**src/rtl/pgp_pkg.sv**
```systemverilog
package pgp_pkg;

   typedef enum logic [2:0] {
      PS_IDLE,
      PS_WSET,
      PS_WPUL,
      PS_WHLD,
      PS_RGAP,
      PS_RACC,
      PS_FIN
   } pgp_state_e;

   localparam logic MODE_TOGGLE = 1'b1;

   function automatic int imax(input int a, input int b);
      return (a > b) ? a : b;
   endfunction

endpackage

```
**src/rtl/pgp_timer.sv**
```systemverilog
module pgp_timer #(
   parameter int W = 8
) (
   input  logic         clk,
   input  logic         rst_n,
   input  logic         load_i,
   input  logic [W-1:0] val_i,
   output logic         zero_o
);

   logic [W-1:0] cnt_q;

   always_ff @(posedge clk or negedge rst_n) begin
      if (!rst_n) begin
         cnt_q <= '0;
      end else if (load_i) begin
         cnt_q <= val_i;
      end else if (cnt_q != '0) begin
         cnt_q <= cnt_q - 1'b1;
      end
   end

   assign zero_o = (cnt_q == '0);

endmodule

```
**src/rtl/pgp_judge.sv**
```systemverilog
module pgp_judge (
   input  logic       clk,
   input  logic       rst_n,
   input  logic       clear_i,
   input  logic       sample_i,
   input  logic       toggle_i,
   input  logic [7:0] rd_i,
   input  logic       want7_i,
   output logic       complete_o
);

   logic prev6_q;
   logic seen_q;

   always_ff @(posedge clk or negedge rst_n) begin
      if (!rst_n) begin
         prev6_q <= 1'b0;
         seen_q  <= 1'b0;
      end else if (clear_i) begin
         seen_q  <= 1'b0;
      end else if (sample_i) begin
         prev6_q <= rd_i[6];
         seen_q  <= 1'b1;
      end
   end

   always_comb begin
      if (toggle_i) begin
         complete_o = sample_i && seen_q && (rd_i[6] == prev6_q);
      end else begin
         complete_o = sample_i && (rd_i[7] == want7_i);
      end
   end

endmodule

```
**src/rtl/pgp_top.sv**
```systemverilog
module pgp_top
   import pgp_pkg::*;
#(
   parameter int ADDR_W      = 15,
   parameter int PAGE_BYTES  = 64,
   parameter int T_SETUP     = 2,
   parameter int T_WP        = 20,
   parameter int T_HOLD      = 2,
   parameter int T_RD        = 41,
   parameter int T_FLT       = 12,
   parameter int BLC_CYC     = 30000,
   parameter int TIMEOUT_CYC = 2100000,
   localparam int COL_W      = $clog2(PAGE_BYTES),
   localparam int PAGE_W     = ADDR_W - COL_W,
   localparam int CNT_W      = $clog2(PAGE_BYTES + 1)
) (
   input  logic                    clk,
   input  logic                    rst_n,
   input  logic                    start_i,
   input  logic                    mode_i,
   input  logic [PAGE_W-1:0]       page_i,
   input  logic [CNT_W-1:0]        count_i,
   input  logic [PAGE_BYTES*8-1:0] wdata_i,
   output logic                    done_o,
   output logic                    err_o,
   output logic                    mem_ce_n_o,
   output logic                    mem_oe_n_o,
   output logic                    mem_we_n_o,
   output logic [ADDR_W-1:0]       mem_addr_o,
   output logic [7:0]              mem_dq_o,
   output logic                    mem_dq_oe_o,
   input  logic [7:0]              mem_dq_i
);

   localparam int T_MAX = imax(imax(imax(T_SETUP, T_WP), imax(T_HOLD, T_RD)), T_FLT);
   localparam int PH_W  = $clog2(T_MAX + 1);
   localparam int TO_W  = $clog2(TIMEOUT_CYC + 1);

   localparam logic [PH_W-1:0] SET_V = PH_W'(T_SETUP - 1);
   localparam logic [PH_W-1:0] WP_V  = PH_W'(T_WP - 1);
   localparam logic [PH_W-1:0] HLD_V = PH_W'(T_HOLD - 1);
   localparam logic [PH_W-1:0] RD_V  = PH_W'(T_RD - 1);
   localparam logic [PH_W-1:0] FLT_V = PH_W'(T_FLT - 1);
   localparam logic [TO_W-1:0] TO_V  = TO_W'(TIMEOUT_CYC - 1);

   // elaboration-time parameter checks
   if (PAGE_BYTES < 2 || (PAGE_BYTES & (PAGE_BYTES - 1)) != 0) begin : g_bad_page
      $error("pgp_top: PAGE_BYTES must be a power of two of at least 2");
   end
   if (COL_W >= ADDR_W) begin : g_bad_addr
      $error("pgp_top: ADDR_W must exceed the page offset width");
   end
   if (T_SETUP < 1 || T_WP < 1 || T_HOLD < 1 || T_RD < 1 || T_FLT < 1) begin : g_bad_time
      $error("pgp_top: every phase length must be at least one cycle");
   end
   if (T_SETUP + T_WP + T_HOLD >= BLC_CYC) begin : g_bad_window
      $error("pgp_top: one byte slot does not fit the inter-byte window");
   end
   if (TIMEOUT_CYC < 2) begin : g_bad_to
      $error("pgp_top: TIMEOUT_CYC too small");
   end

   pgp_state_e        st_q, st_d;
   logic [PAGE_W-1:0] page_q;
   logic [CNT_W-1:0]  cnt_q;
   logic [CNT_W-1:0]  idx_q;
   logic              toggle_q;
   logic              verify_q;
   logic              mism_q;
   logic [7:0]        last_q;
   logic              done_q, err_q;

   logic              ph_load, ph_zero, to_load, to_zero;
   logic [PH_W-1:0]   ph_val;
   logic              j_clr, j_smp, j_done;
   logic              accept, bad_req, step, go_verify, cap_read, finish, fin_err;
   logic              cnt_ok, last_byte;
   logic [7:0]        wbyte;

   assign cnt_ok    = (count_i != '0) && (count_i <= CNT_W'(PAGE_BYTES));
   assign last_byte = (idx_q == cnt_q - 1'b1);
   assign wbyte     = wdata_i[{idx_q[COL_W-1:0], 3'b000} +: 8];

   pgp_timer #(.W(PH_W)) u_phase (
      .clk    (clk),
      .rst_n  (rst_n),
      .load_i (ph_load),
      .val_i  (ph_val),
      .zero_o (ph_zero)
   );

   pgp_timer #(.W(TO_W)) u_limit (
      .clk    (clk),
      .rst_n  (rst_n),
      .load_i (to_load),
      .val_i  (TO_V),
      .zero_o (to_zero)
   );

   pgp_judge u_judge (
      .clk        (clk),
      .rst_n      (rst_n),
      .clear_i    (j_clr),
      .sample_i   (j_smp),
      .toggle_i   (toggle_q == MODE_TOGGLE),
      .rd_i       (mem_dq_i),
      .want7_i    (last_q[7]),
      .complete_o (j_done)
   );

   always_comb begin
      st_d      = st_q;
      ph_load   = 1'b0;
      ph_val    = '0;
      to_load   = 1'b0;
      j_clr     = 1'b0;
      j_smp     = 1'b0;
      accept    = 1'b0;
      bad_req   = 1'b0;
      step      = 1'b0;
      go_verify = 1'b0;
      cap_read  = 1'b0;
      finish    = 1'b0;
      fin_err   = 1'b0;
      unique case (st_q)
         PS_IDLE: begin
            if (start_i) begin
               if (cnt_ok) begin
                  accept  = 1'b1;
                  st_d    = PS_WSET;
                  ph_load = 1'b1;
                  ph_val  = SET_V;
               end else begin
                  bad_req = 1'b1;
               end
            end
         end
         PS_WSET: begin
            if (ph_zero) begin
               st_d    = PS_WPUL;
               ph_load = 1'b1;
               ph_val  = WP_V;
            end
         end
         PS_WPUL: begin
            if (ph_zero) begin
               st_d    = PS_WHLD;
               ph_load = 1'b1;
               ph_val  = HLD_V;
            end
         end
         PS_WHLD: begin
            if (ph_zero) begin
               ph_load = 1'b1;
               if (last_byte) begin
                  st_d    = PS_RGAP;
                  ph_val  = FLT_V;
                  to_load = 1'b1;
                  j_clr   = 1'b1;
               end else begin
                  step   = 1'b1;
                  st_d   = PS_WSET;
                  ph_val = SET_V;
               end
            end
         end
         PS_RGAP: begin
            if (!verify_q && to_zero) begin
               st_d    = PS_IDLE;
               finish  = 1'b1;
               fin_err = 1'b1;
            end else if (ph_zero) begin
               st_d    = PS_RACC;
               ph_load = 1'b1;
               ph_val  = RD_V;
            end
         end
         PS_RACC: begin
            if (ph_zero) begin
               ph_load = 1'b1;
               ph_val  = FLT_V;
               if (verify_q) begin
                  cap_read = 1'b1;
                  st_d     = PS_FIN;
               end else begin
                  j_smp     = 1'b1;
                  go_verify = j_done;
                  st_d      = PS_RGAP;
               end
            end
         end
         PS_FIN: begin
            if (ph_zero) begin
               st_d    = PS_IDLE;
               finish  = 1'b1;
               fin_err = mism_q;
            end
         end
         default: st_d = PS_IDLE;
      endcase
   end

   always_ff @(posedge clk or negedge rst_n) begin
      if (!rst_n) begin
         st_q     <= PS_IDLE;
         page_q   <= '0;
         cnt_q    <= '0;
         idx_q    <= '0;
         toggle_q <= 1'b0;
         verify_q <= 1'b0;
         mism_q   <= 1'b0;
         last_q   <= '0;
         done_q   <= 1'b0;
         err_q    <= 1'b0;
      end else begin
         st_q   <= st_d;
         done_q <= bad_req | finish;
         err_q  <= bad_req | (finish & fin_err);
         if (accept) begin
            page_q   <= page_i;
            cnt_q    <= count_i;
            toggle_q <= mode_i;
            idx_q    <= '0;
            verify_q <= 1'b0;
            mism_q   <= 1'b0;
         end
         if (step) begin
            idx_q <= idx_q + 1'b1;
         end
         if (to_load) begin
            last_q <= wbyte;
         end
         if (go_verify) begin
            verify_q <= 1'b1;
         end
         if (cap_read) begin
            mism_q <= (mem_dq_i != last_q);
         end
      end
   end

   assign mem_ce_n_o  = !(st_q inside {PS_WSET, PS_WPUL, PS_WHLD, PS_RACC});
   assign mem_oe_n_o  = (st_q != PS_RACC);
   assign mem_we_n_o  = (st_q != PS_WPUL);
   assign mem_dq_oe_o = (st_q inside {PS_WSET, PS_WPUL, PS_WHLD});
   assign mem_dq_o    = wbyte;
   assign mem_addr_o  = {page_q, idx_q[COL_W-1:0]};
   assign done_o      = done_q;
   assign err_o       = err_q;

endmodule

```
**config.mk**
```make
export PLATFORM = sky130hd
export DESIGN_NAME = pgp_top
export DESIGN_NICKNAME = d
export VERILOG_FILES = /design/src/rtl/pgp_pkg.sv /design/src/rtl/pgp_timer.sv /design/src/rtl/pgp_judge.sv /design/src/rtl/pgp_top.sv
export SDC_FILE = /design/constraint.sdc
export NUM_CORES = 1
export LEC_CHECK = 0
export ABC_AREA = 1
export BUFFER_PORTS_ARGS = -buffer_cell sky130_fd_sc_hd__buf_2
export CAP_MARGIN = 20
export CORE_AREA = 2 2 221 223
export DETAILED_ROUTE_END_ITERATION = 10
export DIE_AREA = 0 0 223 225
export HOLD_SLACK_MARGIN = 0.15
export SETUP_SLACK_MARGIN = 0.4
export SYNTH_ARGS = -nofsm -noshare
export SYNTH_HDL_FRONTEND = slang
export SYNTH_HIERARCHICAL = 1
export SYNTH_SLANG_ARGS = --single-unit
export TNS_END_PERCENT = 10
```
**constraint.sdc**
```tcl
create_clock -name clk -period 2.55 [get_ports clk]
set_input_delay 0.1275 -clock clk [delete_from_list [all_inputs] [get_ports clk]]
set_output_delay 0.1275 -clock clk [all_outputs]
set_load 0.01 [all_outputs]
```
==> out/metrics.csv <==
stage,metric,value,unit
outcome,status,"finished, final reports clean",
setup_path,Worst Path Arrival,2.37,ns
worst_hold_path,worst min path class,input pin to register,
grt,vias in the first global route,13860,
timing,Fmax,400,MHz
yosys,Yosys warnings,6,
routing,Total Wirelength,58.2,mm
routing,wire per inst,18.1,um
setup_path,Critical Path RT,2.42,ns
timing,Max Transition Viols Final,0,
clocking,CTS buffer count,9,
timing,Final Skew,0.0111,ns
yosys,register area share after synthesis,0.171,
grt,global-route wire length before repair,83.0,mm
floorplan,DIE HEIGHT,225,um
setup_path,CP max-delay cell,dfrtp_4,
setup_path,cell mode on critical path,nand2_1,
setup_path,kind of critical path,register to primary output,
place,DP HPWL,45.0,mm
yosys,number of synthesized register bits,69,
timing,setup violators final,0,
floorplan,overall die width,223,um
timing,actual slew at the worst max-slew pin,0.600,ns
routing,number of remaining DRC errors,0,
timing,Final min period,2.50,ns
setup_path,Setup crit end kind,primary output,
cells_and_area,fin util,0.332,
clocking,CTS tree,built,
place,Routability Congestion,0.926,
setup_path,crit path max fanout,7,
clocking,clock slew at reported path FFs,0.07,ns
yosys,Gate Count Post-Synth,1978,
worst_hold_path,hold_sp,count_i[6],
yosys,top area cells in the synthesized netlist,"nand2_1, dfrtp_1, nand3_1",
setup_path,r2r startpoint,u_phase/cnt_q[0],
cells_and_area,synth-to-layout area growth,56.3,%
routing,drt pass-1 iters,5,
floorplan,CORE AREA,47500,um2
floorplan,die area,50200,um2
clocking,Root Buffer,clkbuf_16,
yosys,synthesized area per cell,5.11,um2
routing,1st-iter DRT viols,1054,
cells_and_area,nets,3122,
routing,Antenna Nets Post-Route,0,
pwr,leakage,0.00879,uW
place,PortBufs,568,
yosys,top-area cell type share of the netlist area,0.342,
job,Max Cap Viol,0,
grt,initial antenna violation count,20,
timing,final critical-path share of the clock period,0.981,
cells_and_area,post-route insts no fill,3212,
clocking,"Clk Latency, worst-skew pair",0.34,ns
cells_and_area,most frequent cells in the layout,"nand2_1, buf_2, nand3_1, inv_1, nor2_1",
cells_and_area,"commonest non-fill, non-tap cell in the layout",nand2_1,
clocking,clk buf depth,2,
routing,Vias,14673,
yosys,"Primary FF master, synth",dfrtp_1,
grt,total congestion overflow,0,
pwr,P per Cell Area,704,nW/um2
yosys,Post-synth EDFFs,0,
place,Place WS,0.115,ns
pwr,VDD IR max,0.384,mV
place,Cells after DPL,3130,
setup_path,worst setup path startpoint,idx_q[0],
yosys,Post-Syn Area,10100,um2
timing,setup ws final,0.0487,ns
yosys,ys async rst share,1.00,
yosys,library cells used by synthesis,36,
floorplan,I/O Pins,569,
clocking,htree depth,3,
floorplan,Row Count,80,
clocking,Num Clock Sinks,69,
timing,RSZ-0062 raised after global routing,yes,
cells_and_area,layout cell share with drive strength beyond 1,0.325,
routing,detailed-route vias per instance,4.57,
setup_path,"Cell Chain, Critical Path",buf_12 > clkinv_16 > buf_16 > buf_4 > nand2_1 > nand3_1 > nand3_1 > nand2_1 > nor2_1 > nand2_1 > nand3_4 > nand2_2 > buf_2,
grt,Tot GR Track Use,0.220,
timing,Slew HR,0.600,
grt,largest net degree at the start of global routing,57,
yosys,Synth area leader,nand2_1,
setup_path,CP max stage delay,0.48,ns
timing,final hold vios,0,
setup_path,crit start category,register,
floorplan,initial core utilization,0.213,
-- cells in the mapped netlist (all sizes together), types with 14 or more instances --
cell / number
a21oi: 37
buf: 107
clkbuf: 15
dfrtp: 69
inv: 221
nand2: 927
nand3: 314
nand4: 14
nor2: 149
o211ai: 25
o21ai: 48
xnor2: 17
-- stage by stage --
stage	area [um2]	power [uW]	hold slack, ns	TNS [ns]
CTS	15200	10600	0.258	0
detailed placement	13800	8350	0.165	0
floorplan	10200	5950	-0.168	0
global placement	13800	8330	0.157	0
global route	15800	12100	0.285	-0.154
finish	15800	11100	0.262	0
-- metal layers --
metal / GRT usage / vias to the layer above / share of wire
met5: 0 / - / 0.0013
met4: 0.0747 / 12 / 0.036
met3: 0.0467 / 142 / 0.087
met2: 0.371 / 748 / 0.45
met1: 0.278 / 6452 / 0.42
li1: - / 7319 / -
-- state kept, by name, summed over array words and instances, names as in the netlist --
name             flops
cnt_q                7
done_o               1
err_o                1
idx_q                7
last_q               8
mism_q               1
page_q               9
st_q                 3
toggle_q             1
u_judge/prev6_q      1
u_judge/seen_q       1
u_limit/cnt_q       22
u_phase/cnt_q        6
verify_q             1
-- worst max-delay path: cells and delay by family (launching register included) --
kind / cells / cell delay, ns
buf+inv: 5 / 0.71
flops: 1 / 0.48
simple gates: 8 / 0.82
-- what timing repair did --
action / in CTS / in global routing
endpoints found under the hold margin: 40 / 0
setup buffers: 7 / 7
pin swaps: 27 / 19
resized for setup: 126 / 77
endpoints found under the setup margin: 53 / 56
hold buffers: 20 / 0
gates cloned: 10 / 7
-- worst paths after layout --
| kind | endpoint | slack [ns] | cells past startpoint |
|---|---|---|---|
| worst max register to register | verify_q | 0.26 | 15 |
| worst max-delay path | mem_dq_o[2] | 0.05 | 13 |
| worst min-delay path | done_o | 0.26 | 5 |
| max in group asynchronous | idx_q[0] | 1.55 | 3 |
| worst min register to register | page_q[8] | 0.47 | 2 |
| min in group asynchronous | u_phase/cnt_q[0] | 0.32 | 2 |
-- report_power, final --
group | leakage, uW | switching, uW | internal (uW)
Clock | 0.000163 | 549 | 874
Combinational | 0.00785 | 4740 | 3180
Sequential | 0.000781 | 337 | 1430
-- logic make-up (layout without fill, tap and decap cells) --
logic type,count (synthesis),after routing,synth area share
xor+xnor,28,28,0.0250
fa+ha+maj,5,5,0.00619
simple gates,1413,1413,0.581
flops,69,69,0.171
compound gates,112,112,0.0619
buf+inv,349,932,0.155
other cells,2,38,0.000743
-- final cells by class --
cell class                 count  area [um2]
timing repair inverter         1        16.3
sequential                    69        1740
antenna                       15        37.5
clock inverter                 7         106
inverter                     227         896
tap                          615         769
clock buffer                   9         225
timing repair buffer         688        4530
multi-input combinational   1581        7470
fill                        5456       31800
Note: power is estimated with default switching activity, not from simulation.
